[config.mk]
export PLATFORM = sky130hd
export DESIGN_NAME = pm_evt_timer
export DESIGN_NICKNAME = d
export VERILOG_FILES = /design/src/rtl/pm_evt_pkg.sv /design/src/rtl/pm_bus_decode.sv /design/src/rtl/pm_evt_regs.sv /design/src/rtl/pm_tmr_ctr.sv /design/src/rtl/pm_evt_timer.sv
export SDC_FILE = /design/constraint.sdc
export NUM_CORES = 1
export LEC_CHECK = 0
export ABC_AREA = 1
export BUFFER_PORTS_ARGS = -buffer_cell sky130_fd_sc_hd__buf_2
export CAP_MARGIN = 20
export CORE_ASPECT_RATIO = 0.7
export CORE_MARGIN = 3
export CORE_UTILIZATION = 39
export CTS_CLUSTER_SIZE = 20
export DETAILED_ROUTE_END_ITERATION = 8
export PLACE_DENSITY_LB_ADDON = 0.05
export SYNTH_ARGS = -nofsm -noshare
export SYNTH_HDL_FRONTEND = slang
export SYNTH_SLANG_ARGS = --single-unit
[constraint.sdc]
create_clock -name clk -period 3.4 [get_ports clk]
set_clock_uncertainty 0.1 [all_clocks]
set_input_delay 0.68 -clock clk [delete_from_list [all_inputs] [get_ports clk]]
set_output_delay 0.68 -clock clk [all_outputs]
set_load 0.02 [all_outputs]
[src/rtl/pm_evt_pkg.sv]
// Shared constants and helpers for the power-management event/timer block.
// Assumes byte lanes are little-endian and that sizes are byte counts.
package pm_evt_pkg;

    localparam int BIT_TMR = 0;
    localparam int BIT_PWR = 5;
    localparam int BIT_GBL = 8;

    localparam logic [15:0] EVT_MASK = (16'h1 << BIT_TMR) | (16'h1 << BIT_PWR) | (16'h1 << BIT_GBL);

    // Decoded view of one bus access.
    typedef struct packed {
        logic       err;
        logic       rd_ok;
        logic       wr_ok;
        logic       evt_hit;
        logic       tmr_hit;
        logic [1:0] off;
    } acc_t;

    // True when the byte count is one the bus supports.
    function automatic logic size_legal(input logic [2:0] sz);
        return (sz == 3'd1) || (sz == 3'd2) || (sz == 3'd4);
    endfunction

    // Byte-lane mask of an access starting at lane 0.
    function automatic logic [3:0] size_lanes(input logic [2:0] sz);
        case (sz)
            3'd1:    return 4'b0001;
            3'd2:    return 4'b0011;
            3'd4:    return 4'b1111;
            default: return 4'b0000;
        endcase
    endfunction

endpackage

[src/rtl/pm_bus_decode.sv]
// Decodes one bus access into legality, target window and per-byte write lanes.
// Assumes the event window is four bytes from EVT_A and the counter is one word at TMR_A.
module pm_bus_decode
    import pm_evt_pkg::*;
#(
    parameter int          ADDR_W   = 8,
    parameter int unsigned EVT_BASE = 'h40,
    parameter int unsigned TMR_BASE = 'h48
) (
    input  logic [ADDR_W-1:0] addr,
    input  logic [2:0]        size,
    input  logic              rd,
    input  logic              wr,
    input  logic [31:0]       wdata,
    output acc_t              acc,
    output logic [3:0]        lane_we,
    output logic [31:0]       lane_data
);

    localparam logic [ADDR_W-1:0] EVT_A = EVT_BASE[ADDR_W-1:0];
    localparam logic [ADDR_W-1:0] TMR_A = TMR_BASE[ADDR_W-1:0];

    logic [ADDR_W-1:0] off_full;
    logic              any_strobe;
    logic              bad;
    logic [7:0]        lanes_wide;
    logic [63:0]       data_wide;

    // Classify the access and flag illegal combinations.
    always_comb begin
        off_full    = addr - EVT_A;
        any_strobe  = rd | wr;
        acc.evt_hit = (off_full < ADDR_W'(4));
        acc.tmr_hit = (addr == TMR_A);
        acc.off     = off_full[1:0];
        bad         = any_strobe &&
                      ((rd && wr) || !size_legal(size) || (acc.tmr_hit && size != 3'd4));
        acc.err     = bad;
        acc.rd_ok   = rd && !bad;
        acc.wr_ok   = wr && !bad;
    end

    // Steer write bytes onto the lanes of the event window.
    always_comb begin
        lanes_wide = {4'b0000, size_lanes(size)} << acc.off;
        data_wide  = {32'h0, wdata} << {acc.off, 3'b000};
        lane_we    = (acc.wr_ok && acc.evt_hit) ? lanes_wide[3:0] : 4'b0000;
        lane_data  = data_wide[31:0];
    end

endmodule

[src/rtl/pm_evt_regs.sv]
// Status (write-one-to-clear, hardware set) and enable registers of the event group.
// Assumes lane_we/lane_data are already aligned to offsets 0..3; hardware set wins over clear.
module pm_evt_regs
    import pm_evt_pkg::*;
(
    input  logic        clk,
    input  logic        rst_n,
    input  logic [3:0]  lane_we,
    input  logic [31:0] lane_data,
    input  logic        set_tmr,
    input  logic        set_pwr,
    input  logic        set_gbl,
    output logic [15:0] sts,
    output logic [15:0] en
);

    logic [15:0] hw_set;

    // Gather the hardware set requests onto their bit positions.
    always_comb begin
        hw_set          = 16'h0;
        hw_set[BIT_TMR] = set_tmr;
        hw_set[BIT_PWR] = set_pwr;
        hw_set[BIT_GBL] = set_gbl;
    end

    for (genvar i = 0; i < 16; i++) begin : g_sts
        if (EVT_MASK[i]) begin : g_impl
            // Hold one implemented status bit: set by hardware, cleared by a written one.
            always_ff @(posedge clk) begin
                if (!rst_n)
                    sts[i] <= 1'b0;
                else if (hw_set[i])
                    sts[i] <= 1'b1;
                else if (lane_we[i / 8] && lane_data[i])
                    sts[i] <= 1'b0;
            end
        end else begin : g_none
            assign sts[i] = 1'b0;
        end
    end

    for (genvar b = 0; b < 2; b++) begin : g_en
        // Replace one enable byte when its lane is written.
        always_ff @(posedge clk) begin
            if (!rst_n)
                en[8*b +: 8] <= 8'h00;
            else if (lane_we[2 + b])
                en[8*b +: 8] <= lane_data[16 + 8*b +: 8];
        end
    end

endmodule

[src/rtl/pm_tmr_ctr.sv]
// Free-running interval counter with a top-bit change indication.
// Assumes the top_flip output is consumed at the same edge that advances the count.
module pm_tmr_ctr #(
    parameter int W = 32
) (
    input  logic         clk,
    input  logic         rst_n,
    input  logic         tick,
    output logic [W-1:0] cnt,
    output logic         top_flip
);

    localparam logic [W-1:0] ONE = {{(W-1){1'b0}}, 1'b1};

    logic [W-1:0] cnt_next;

    // Compute the next count and whether its top bit differs.
    always_comb begin
        cnt_next = cnt + ONE;
        top_flip = tick && (cnt_next[W-1] != cnt[W-1]);
    end

    // Advance the count on each tick, wrapping modulo 2^W.
    always_ff @(posedge clk) begin
        if (!rst_n)
            cnt <= '0;
        else if (tick)
            cnt <= cnt_next;
    end

endmodule

[src/rtl/pm_evt_timer.sv]
// Top of the power-management event group and interval counter.
// Assumes single-cycle accesses; read data and error are registered, sci is a level.
module pm_evt_timer
    import pm_evt_pkg::*;
#(
    parameter int          ADDR_W   = 8,
    parameter int          TMR_W    = 32,
    parameter int unsigned EVT_BASE = 'h40,
    parameter int unsigned TMR_BASE = 'h48
) (
    input  logic              clk,
    input  logic              rst_n,
    input  logic              tick_en,
    input  logic              pwrbtn_evt,
    input  logic              global_evt,
    input  logic [ADDR_W-1:0] bus_addr,
    input  logic [2:0]        bus_size,
    input  logic              bus_rd,
    input  logic              bus_wr,
    input  logic [31:0]       bus_wdata,
    output logic [31:0]       bus_rdata,
    output logic              bus_err,
    output logic              sci
);

    acc_t             acc;
    logic [3:0]       lane_we;
    logic [31:0]      lane_data;
    logic [15:0]      sts_q;
    logic [15:0]      en_q;
    logic [TMR_W-1:0] tmr_cnt;
    logic             tmr_flip;
    logic [31:0]      cnt_ext;
    logic [31:0]      rd_word;
    logic [3:0]       rd_lanes;
    logic [31:0]      rd_mask;
    logic [31:0]      evt_shift;

    pm_bus_decode #(
        .ADDR_W  (ADDR_W),
        .EVT_BASE(EVT_BASE),
        .TMR_BASE(TMR_BASE)
    ) dec_i (
        .addr     (bus_addr),
        .size     (bus_size),
        .rd       (bus_rd),
        .wr       (bus_wr),
        .wdata    (bus_wdata),
        .acc      (acc),
        .lane_we  (lane_we),
        .lane_data(lane_data)
    );

    pm_tmr_ctr #(
        .W(TMR_W)
    ) ctr_i (
        .clk     (clk),
        .rst_n   (rst_n),
        .tick    (tick_en),
        .cnt     (tmr_cnt),
        .top_flip(tmr_flip)
    );

    pm_evt_regs regs_i (
        .clk      (clk),
        .rst_n    (rst_n),
        .lane_we  (lane_we),
        .lane_data(lane_data),
        .set_tmr  (tmr_flip),
        .set_pwr  (pwrbtn_evt),
        .set_gbl  (global_evt),
        .sts      (sts_q),
        .en       (en_q)
    );

    // Drive the interrupt level from pending and enabled events.
    assign sci = |(sts_q & en_q & EVT_MASK);

    // Select the word a legal read returns.
    always_comb begin
        cnt_ext   = 32'(tmr_cnt);
        rd_lanes  = size_lanes(bus_size);
        rd_mask   = {{8{rd_lanes[3]}}, {8{rd_lanes[2]}}, {8{rd_lanes[1]}}, {8{rd_lanes[0]}}};
        evt_shift = {en_q, sts_q} >> {acc.off, 3'b000};
        rd_word   = 32'h0;
        if (acc.rd_ok && acc.evt_hit)
            rd_word = evt_shift & rd_mask;
        else if (acc.rd_ok && acc.tmr_hit)
            rd_word = cnt_ext;
    end

    // Register the response of this cycle's access.
    always_ff @(posedge clk) begin
        if (!rst_n) begin
            bus_rdata <= 32'h0;
            bus_err   <= 1'b0;
        end else begin
            bus_rdata <= rd_word;
            bus_err   <= acc.err;
        end
    end

endmodule

==> results.py, run 1 <==
metrics = {
    "clock_tree": {
        "cts_buffers": 9,
        "cts_root_buffer": "clkbuf_16",
        "insertion_delay_ns": 0.34,
        "cts.htree.levels": 3,
        "post_cts_resized": 0,
        "cts_hold_buf": 0,
        "cts_max_path_buffers": 2,
        "clkTransAtPathRegs_ns": 0.06,
        "tritoncts": "yes",
        "postCtsSetupBuffers": 0,
        "cts_num_sinks": 84,
    },
    "global_routing": {
        "antenna_found_initial": 0,
        "grt_max_degree": 41,
        "grt_pass1_vias": 4387,
        "grt.overflow.total": 0,
        "grt_pass1_wl_um": 22750,
        "grt_usage_pct": 22.52,
    },
    "timing": {
        "maxSlewHeadroom_pct": 56.38,
        "tightestPinTransition_ns": 0.6535,
        "tns_ns": 0,
        "timing.final.hold_violations": 0,
        "timing.final.max_slew_violations": 0,
        "setup-violations-final": 0,
        "rsz0062_at_grt": "no",
        "fmax_ghz": 0.4076,
        "fin_crit_sh_pct": 72.16,
        "finalCriticalPeriod_ns": 2.453,
    },
    "final_layout": {
        "drive_gt1_share_pct": 16.43,
        "stdcell_count": 920,
        "diodes": 0,
        "seq_area_mm2": 0.001682,
        "syn2layout_area_growth_pct": 18.33,
        "nets": 813,
        "multi_input_area_mm2": 0.002395,
        "fillCellCount": 1166,
    },
    "route": {
        "drt_pass1_iterations": 5,
        "dr.first_iter.drc_count": 348,
        "vias_per_cell": 5.340,
        "wl_per_cell_um": 15.85,
        "finalWirelength_um": 14590,
        "drtAntennaViolNets": 0,
        "vias": 4913,
        "drc": 0,
    },
    "place": {
        "port_buffers": 83,
        "dp_hpwl_um": 11000,
        "post-place-cells": 904,
        "gp_congestion": 0.8703,
    },
    "yosys": {
        "synth_area_leader_cell": "dfxtp_1",
        "yosysMostFrequentCell": "nor2_1",
        "syn_avg_cell_area_um2": 6.521,
        "yosysTopAreaCellShare_pct": 37.21,
        "muxShareOfSynthArea_pct": 0,
        "synth_ff_type": "dfxtp_1",
        "netlist_top_cells_count": "nor2_1, nand2_1, dfxtp_1",
        "synth_top_family_by_area": "simple AND/OR/NAND/NOR gates",
        "synth-seq-cells": 84,
        "syn_area_mm2": 0.004519,
        "ys_top_cells_by_area": "dfxtp_1, nor2_1, nand2_1",
        "synth-adder-area-share_pct": 0.2769,
        "synth_cell_type_count": 35,
        "synth_compound_area_share_pct": 14.84,
        "synth-edff-count": 0,
        "syn_nets": 744,
        "yosys_warnings": 0,
        "syn_inst": 693,
        "async_reset_ff_share_pct": 0,
        "ys_seq_area_share_pct": 37.21,
        "synth-simple-area-share_pct": 36.90,
        "synth-xor-area-share_pct": 0.9690,
    },
    "floorplanning": {
        "dieArea_mm2": 0.01294,
        "io_pins": 84,
        "core_area_mm2": 0.01117,
        "die_y_um": 96.07,
        "start_util_pct": 40.46,
        "core.rowCount": 32,
        "fp.dieW_um": 134.7,
    },
    "critical_path": {
        "max_stage_delay_ns": 0.49,
        "cp.arrival_ns": 2.62,
        "worst_path_max_delay_cell": "inv_1",
        "path_buf_inv": 4,
        "start_kind": "input pin",
        "cp_top_family": "buffers and inverters",
        "crit_path_cell_trace": "buf_2 -> inv_2 -> nand2_4 -> nor2_1 -> nand2_1 -> inv_1 -> buf_4 -> nand4_1 -> a21oi_1",
        "crit_required_ns": 3.56,
        "crit_fanout": 21,
        "worstSetupPathType": "in -> reg",
        "cp-end-kind": "register",
    },
    "pwr": {
        "p_per_area_mw_per_mm2": 406.2,
        "irDropWorstVdd_uv": 238.9,
        "leakagePower_uw": 0.002203,
    },
    "run": {
        "drv_cap": 0,
    },
    "min_path": {
        "hp-class": "reg -> reg",
    },
    "outcome": {
        "status": "complete, no violations",
    },
}
worst min-delay path, delay by kind of cell (launching register included):
family        cells  cell delay (ns)
flops             1             0.32
simple gates      2             0.13
logic make-up (layout without fill, tap and decap cells):
family | Yosys count | count (layout)
compound gates | 127 | 127
flops | 84 | 84
buf+inv | 111 | 185
fa+ha+maj | 1 | 1
xor+xnor | 5 | 5
simple gates | 365 | 365
worst paths after layout:
check / from / to / slack [ns] / cells past startpoint
min: regs_i.en[2] / regs_i.en[2] / 0.39 / 2
max reg2reg: ctr_i.cnt[10] / ctr_i.cnt[29] / 1.40 / 7
max: bus_addr[0] / bus_rdata[11] / 0.95 / 9
min reg2reg: regs_i.en[2] / regs_i.en[2] / 0.39 / 2
flip-flops by register name (all words and copies together) (netlist names):
name,cells
regs_i.en,16
bus_rdata,32
regs_i.sts,3
ctr_i.cnt,32
bus_err,1
layout by cell type (no fill, tap or decap), types with 4 or more instances in the layout:
cell type,Yosys,final
nor2_1,118,118
nand2_1,111,111
dfxtp_1,84,84
buf_2,13,83
inv_1,66,66
o21ai_0,54,54
a21oi_1,54,54
nand4_1,47,47
nand3_1,44,44
nor3_1,31,31
buf_4,2,11
o22ai_1,9,9
clkbuf_16,0,9
inv_2,8,8
a31oi_1,4,4
xor2_1,4,4
clkbuf_1,18,4
where the power goes:
part	leakage, uW	switching, uW	internal [uW]	total, uW
Clock	0.000144	385	611	996
Sequential	0.000678	4.44	989	994
Combinational	0.00138	123	59.6	182
Total	0.00220	512	1660	2170
layer usage:
metal,part of all wire [%],GRT usage [%],vias up
met5,0,0,-
met4,0.71,5.339,0
met3,8.8,5.486,8
met2,39,31.32,184
met1,52,34.50,2272
li1,-,-,2449
metrics by stage:
step	total power, uW	cell area [um^2]	setup WS (ns)	hold WS, ns	util, %
after floorplan	1128	4519	1.440	0.3396	-
after global placement	1191	5050	0.7393	0.3678	45.21
after detailed placement	1196	5050	0.6276	0.3781	45.21
after CTS	2187	5348	0.9843	0.3914	47.87
after global routing	2246	5348	0.7557	0.4130	47.87
final	2172	5348	0.9467	0.3884	47.87
layout make-up:
type | instances | area share, %
flip-flops and latches | 84 | 31.45
multi-input cells | 498 | 44.78
clock buffers | 15 | 5.007
inverters | 75 | 5.311
well taps | 153 | 3.580
clock inverters | 1 | 0.5615
repair buffers | 94 | 9.312
Note: power is estimated with default switching activity, not from simulation.
==> inputs of run 2 (changes only) <==
Clock period 3.4 ns to 2.2 ns, I/O delays scaled along.
==> run 2 against run 1 <==
Cell area up 2.3%. Register-to-register slack worse by 1.2 ns. Via count up 0.24%. Sequential cell count unchanged. Total power up 60%. Sequential share of layout area down 0.72 points. Global-route usage up 0.31 points. Combinational power up 62%. Sequential power up 54%. Final cell count up 0.98%. Non-clock buffer count up 9. Critical path type is now reg -> reg. Largest cell class unchanged. Largest power group unchanged.
==> results.py, run 2 (synthesized netlist as in run 1, its figures left out) <==
metrics = {
    "outcome": {
        "status": "complete, no violations",
    },
    "timing": {
        "fmax_ghz": 0.5120,
        "timing.final.max_slew_violations": 0,
        "setup-violations-final": 0,
        "rsz0062_at_grt": "no",
        "finalCriticalPeriod_ns": 1.953,
        "tns_ns": 0,
        "maxSlewHeadroom_pct": 58.48,
        "fin_crit_sh_pct": 88.77,
        "timing.final.hold_violations": 0,
        "tightestPinTransition_ns": 0.6205,
    },
    "pwr": {
        "leakagePower_uw": 0.002271,
        "irDropWorstVdd_uv": 379.1,
        "p_per_area_mw_per_mm2": 633.1,
    },
    "min_path": {
        "min_from": "global_evt",
        "hp-class": "in -> reg",
    },
    "critical_path": {
        "crit_path_cell_trace": "ha_1 -> nand2_1 -> inv_1 -> nand2_1 -> nor2_1 -> nand2_1 -> nor2_1 -> nand3_1 -> nand2_1 -> nor2_1",
        "worst_path_max_delay_cell": "dfxtp_1",
        "crit_required_ns": 2.34,
        "cp.arrival_ns": 2.09,
        "crit_top_cell": "nand2_1",
        "cp-end-kind": "register",
        "max_stage_delay_ns": 0.39,
        "cp-startpoint": "ctr_i.cnt[0]",
        "path_buf_inv": 1,
        "worstSetupPathType": "reg -> reg",
        "start_kind": "register",
        "cp_top_family": "simple AND/OR/NAND/NOR gates",
        "crit_fanout": 4,
        "r2r_start": "ctr_i.cnt[0]",
    },
    "final_layout": {
        "syn2layout_area_growth_pct": 21.10,
        "final_cell_mix": "nor2_1, nand2_1, dfxtp_1",
        "final_common_cell": "nor2_1",
        "final_cell_area_mm2": 0.005473,
        "diodes": 0,
        "top_regs": "bus_rdata (32), ctr_i.cnt (32), regs_i.en (16)",
        "stdcell_count": 929,
        "nets": 822,
        "drive_gt1_share_pct": 17.78,
    },
    "place": {
        "port_buffers": 83,
        "post-place-cells": 913,
        "gp_congestion": 0.9306,
        "post_dp_cell_area_mm2": 0.005155,
        "dp_hpwl_um": 11030,
    },
    "clock_tree": {
        "cts_max_path_buffers": 2,
        "tritoncts": "yes",
        "cts_num_sinks": 84,
        "cts_hold_buf": 0,
        "clkTransAtPathRegs_ns": 0.06,
        "cts.htree.levels": 3,
        "postCtsSetupBuffers": 0,
        "cts_root_buffer": "clkbuf_16",
        "insertion_delay_ns": 0.34,
        "post_cts_resized": 0,
        "cts_buffers": 9,
    },
    "floorplanning": {
        "dieArea_mm2": 0.01294,
        "core.rowCount": 32,
        "fp.dieW_um": 134.7,
        "io_pins": 84,
        "die_y_um": 96.07,
        "core_area_mm2": 0.01117,
        "start_util_pct": 40.46,
    },
    "route": {
        "drt_pass1_iterations": 5,
        "drtAntennaViolNets": 0,
        "wl_per_cell_um": 15.54,
        "drc": 0,
        "vias": 4925,
        "finalWirelength_um": 14430,
        "dr.first_iter.drc_count": 360,
        "vias_per_cell": 5.301,
    },
    "global_routing": {
        "grt_usage_pct": 22.82,
        "grt.overflow.total": 0,
        "antenna_found_initial": 0,
        "grt_pass1_vias": 4501,
        "grt_max_degree": 39,
        "grt_pass1_wl_um": 23290,
    },
    "run": {
        "drv_cap": 0,
    },
}
==> run 2: cell count changes in the layout (fill, tap and decap cells not counted), sizes merged <==
cell and delta:
clkinv +3, bufinv +1, buf +9, clkbuf -4
==> run 2: metal layers <==
metal / routed length [um] / track usage [%] / part of all wire [%]
met1: 7559 / 35.47 / 52
met2: 5608 / 32.07 / 39
met3: 1110 / 4.336 / 7.7
met4: 155 / 5.424 / 1.1
met5: 0 / 0 / 0
==> run 2: stage by stage <==
stage,hold slack [ns],worst slack [ns],total power (uW),util [%]
floorplan,0.3396,0.4803,1744,-
global placement,0.3560,0.1888,1853,46.15
detailed placement,0.3636,0.1334,1859,46.15
CTS,0.2493,0.2815,3472,48.99
global route,0.2679,0.06010,3573,48.99
finish,0.2498,0.2470,3465,48.99
==> run 2: where the power goes <==
part / switching, uW / internal [uW]
Sequential: 6.18 / 1530
Clock: 615 / 1020
Combinational: 192 / 103
Total: 814 / 2650
==> run 2: final cells by class <==
class / count / area (um^2)
clock buffer: 11 / 242.7
clock inverter: 5 / 75.07
fill: 1143 / 5698
inverter: 75 / 284.0
multi-input combinational: 498 / 2395
sequential: 84 / 1682
tap: 153 / 191.4
timing repair buffer: 103 / 603.1
==> run 2: path summary, 6_finish.rpt <==
kind / depth (start not counted) / endpoint / slack [ns]
setup / recovery: 10 / ctr_i.cnt[18] / 0.25
hold / removal: 3 / regs_i.sts[8] / 0.25
setup reg to reg: 10 / ctr_i.cnt[18] / 0.25
hold reg to reg: 2 / regs_i.sts[5] / 0.36
==> run 2: worst min-delay path, stage by stage <==
cell and delay (ns):
buf_2 0.10, inv_1 0.05, a21oi_1 0.06
==> inputs of run 3 (changes only) <==
Settings changed: CELL_PAD_IN_SITES_DETAIL_PLACEMENT from default to 0, CELL_PAD_IN_SITES_GLOBAL_PLACEMENT from default to 2, CORE_UTILIZATION 39 to 27.
==> run 3 against run 2 <==
Wire length grew 13%. Non-clock buffer count is 5 higher. Die area grew 42%. Highest routed layer unchanged. Worst setup slack improved by 0.020 ns. Final cell count increased by 7.8%. Clock-buffer cell count rose by 1. Sequential share of layout area decreased by 0.74 points. Critical endpoint unchanged. Sequential power hardly changed. Fmax increased by 1.1%. Sequential cell count stayed put.
==> results.py, run 3 (synthesized netlist as in run 1, its figures left out) <==
metrics = {
    "place": {
        "pre_cts_ws_ns": 0.1016,
        "dp_hpwl_um": 12710,
        "post-place-cells": 985,
        "gp_congestion": 0.8328,
        "port_buffers": 83,
    },
    "critical_path": {
        "crit_fanout": 4,
        "worst_path_max_delay_cell": "dfxtp_1",
        "cp-end-kind": "register",
        "cp.arrival_ns": 2.06,
        "max_stage_delay_ns": 0.41,
        "worstSetupPathType": "reg -> reg",
        "r2r_start": "ctr_i.cnt[0]",
        "regToRegEndpoint": "ctr_i.cnt[18]",
        "start_kind": "register",
        "r2r_cells": 10,
        "crit_path_cell_trace": "ha_1 -> nand2_1 -> inv_1 -> nand2_1 -> nor2_1 -> nand2_1 -> nor2_1 -> nand3_1 -> nand2_1 -> nor2_1",
        "rrSetupSlack_ns": 0.27,
        "crit_top_cell": "nand2_1",
        "crit_required_ns": 2.33,
    },
    "pwr": {
        "irDropWorstVdd_uv": 346.9,
        "p_per_area_mw_per_mm2": 620.0,
        "leakagePower_uw": 0.002296,
    },
    "min_path": {
        "min_from": "global_evt",
        "holdPathEnd": "regs_i.sts[8]",
        "hp-class": "in -> reg",
        "min_path_cells": 3,
    },
    "final_layout": {
        "nets": 827,
        "drive_gt1_share_pct": 18.18,
        "final_cell_mix": "nor2_1, nand2_1, dfxtp_1",
        "diodes": 0,
        "stdcell_count": 1001,
        "final_common_cell": "nor2_1",
        "fillCellCount": 1804,
        "syn2layout_area_growth_pct": 24.09,
        "top_regs": "bus_rdata (32), ctr_i.cnt (32), regs_i.en (16)",
    },
    "route": {
        "finalWirelength_um": 16280,
        "drc": 0,
        "drtAntennaViolNets": 0,
        "vias": 4868,
        "vias_per_cell": 4.863,
        "dr.first_iter.drc_count": 331,
        "wl_per_cell_um": 16.26,
        "drt_pass1_iterations": 4,
    },
    "floorplanning": {
        "die_y_um": 114.2,
        "start_util_pct": 28.37,
        "fp.dieW_um": 160.6,
        "dieArea_mm2": 0.01835,
        "core_area_mm2": 0.01593,
        "core.rowCount": 38,
        "io_pins": 84,
    },
    "timing": {
        "fin_crit_sh_pct": 87.85,
        "rsz0062_at_grt": "no",
        "timing.final.max_slew_violations": 0,
        "whs_ns": 0.2691,
        "fmax_ghz": 0.5174,
        "timing.final.hold_violations": 0,
        "finalWorstSetupSlack_ns": 0.2674,
        "setup-violations-final": 0,
        "tightestPinTransition_ns": 0.7409,
        "finalCriticalPeriod_ns": 1.933,
        "maxSlewHeadroom_pct": 50.09,
        "tns_ns": 0,
    },
    "global_routing": {
        "grt_max_degree": 41,
        "grt_usage_pct": 18.11,
        "grt_pass1_vias": 4795,
        "grt_pass1_wl_um": 26140,
        "antenna_found_initial": 0,
        "grt.overflow.total": 0,
    },
    "clock_tree": {
        "cts_hold_buf": 0,
        "postCtsSetupBuffers": 0,
        "cts.htree.levels": 3,
        "cts_root_buffer": "clkbuf_16",
        "cts_max_path_buffers": 2,
        "clkTransAtPathRegs_ns": 0.06,
        "cts_buffers": 9,
        "tritoncts": "yes",
        "insertion_delay_ns": 0.34,
        "post_cts_resized": 0,
        "cts_num_sinks": 84,
    },
    "run": {
        "drv_cap": 0,
    },
    "outcome": {
        "status": "complete, no violations",
    },
}
-- run 3: cell count changes in the layout (fill, tap and decap cells not counted) --
cell	previous run	this run
buf_12	3	4
clkbuf_1	1	2
buf_4	17	21
clkinvlp_4	0	1
clkinv_2	3	1
-- run 3: worst max-delay path: cells and delay by family, from the launching register on --
kind | cells | cell delay [ns]
adder cells (fa/ha/maj) | 1 | 0.21
buffers and inverters | 1 | 0.08
flip-flops | 1 | 0.41
AND/OR/NAND/NOR | 8 | 1.04
-- run 3: how the worst max path moves through the flow --
| stage | from | end | slack, ns | cells after the start |
|---|---|---|---|---|
| CTS | ctr_i.cnt[0] | ctr_i.cnt[18] | 0.29 | 10 |
| detailed placement | bus_addr[4] | regs_i.en[2] | 0.10 | 10 |
| finish | ctr_i.cnt[0] | ctr_i.cnt[18] | 0.27 | 10 |
| floorplan | bus_addr[1] | regs_i.en[12] | 0.48 | 12 |
| global route | ctr_i.cnt[0] | ctr_i.cnt[18] | 0.05 | 10 |
| global placement | bus_addr[7] | regs_i.en[6] | 0.14 | 10 |
-- run 3: metal layers --
| metal | vias up | wire length [um] | track usage, % |
|---|---|---|---|
| met4 | 0 | 177 | 4.104 |
| met1 | 2253 | 9311 | 29.21 |
| met2 | 123 | 6002 | 24.23 |
| met3 | 15 | 786 | 3.326 |
| met5 | - | 0 | 0 |
| li1 | 2477 | - | - |
-- run 3: power breakdown --
part           switching [uW]  total [uW]  internal, uW  leakage (uW)
Sequential               7.32        1540          1530      0.000678
Combinational             198         304           106       0.00147
Clock                     612        1640          1030      0.000153
-- run 3: stage by stage --
stage	total power, uW	cell area [um^2]	utilization, %
finish	3477	5608	35.21
global route	3624	5608	35.21
CTS	3538	5608	35.21
detailed placement	1871	5289	33.21
global placement	1871	5289	33.21
floorplan	1744	4519	-
-- run 3: cell type report --
class	instances	area [um^2]	area share [%]
Multi-Input combinational cell	498	2395	42.70
Timing Repair Buffer	108	653.1	11.65
Sequential cell	84	1682	29.99
Tap cell	220	275.3	4.909
Clock inverter	4	72.57	1.294
Inverter	75	284.0	5.065
Clock buffer	12	246.5	4.395
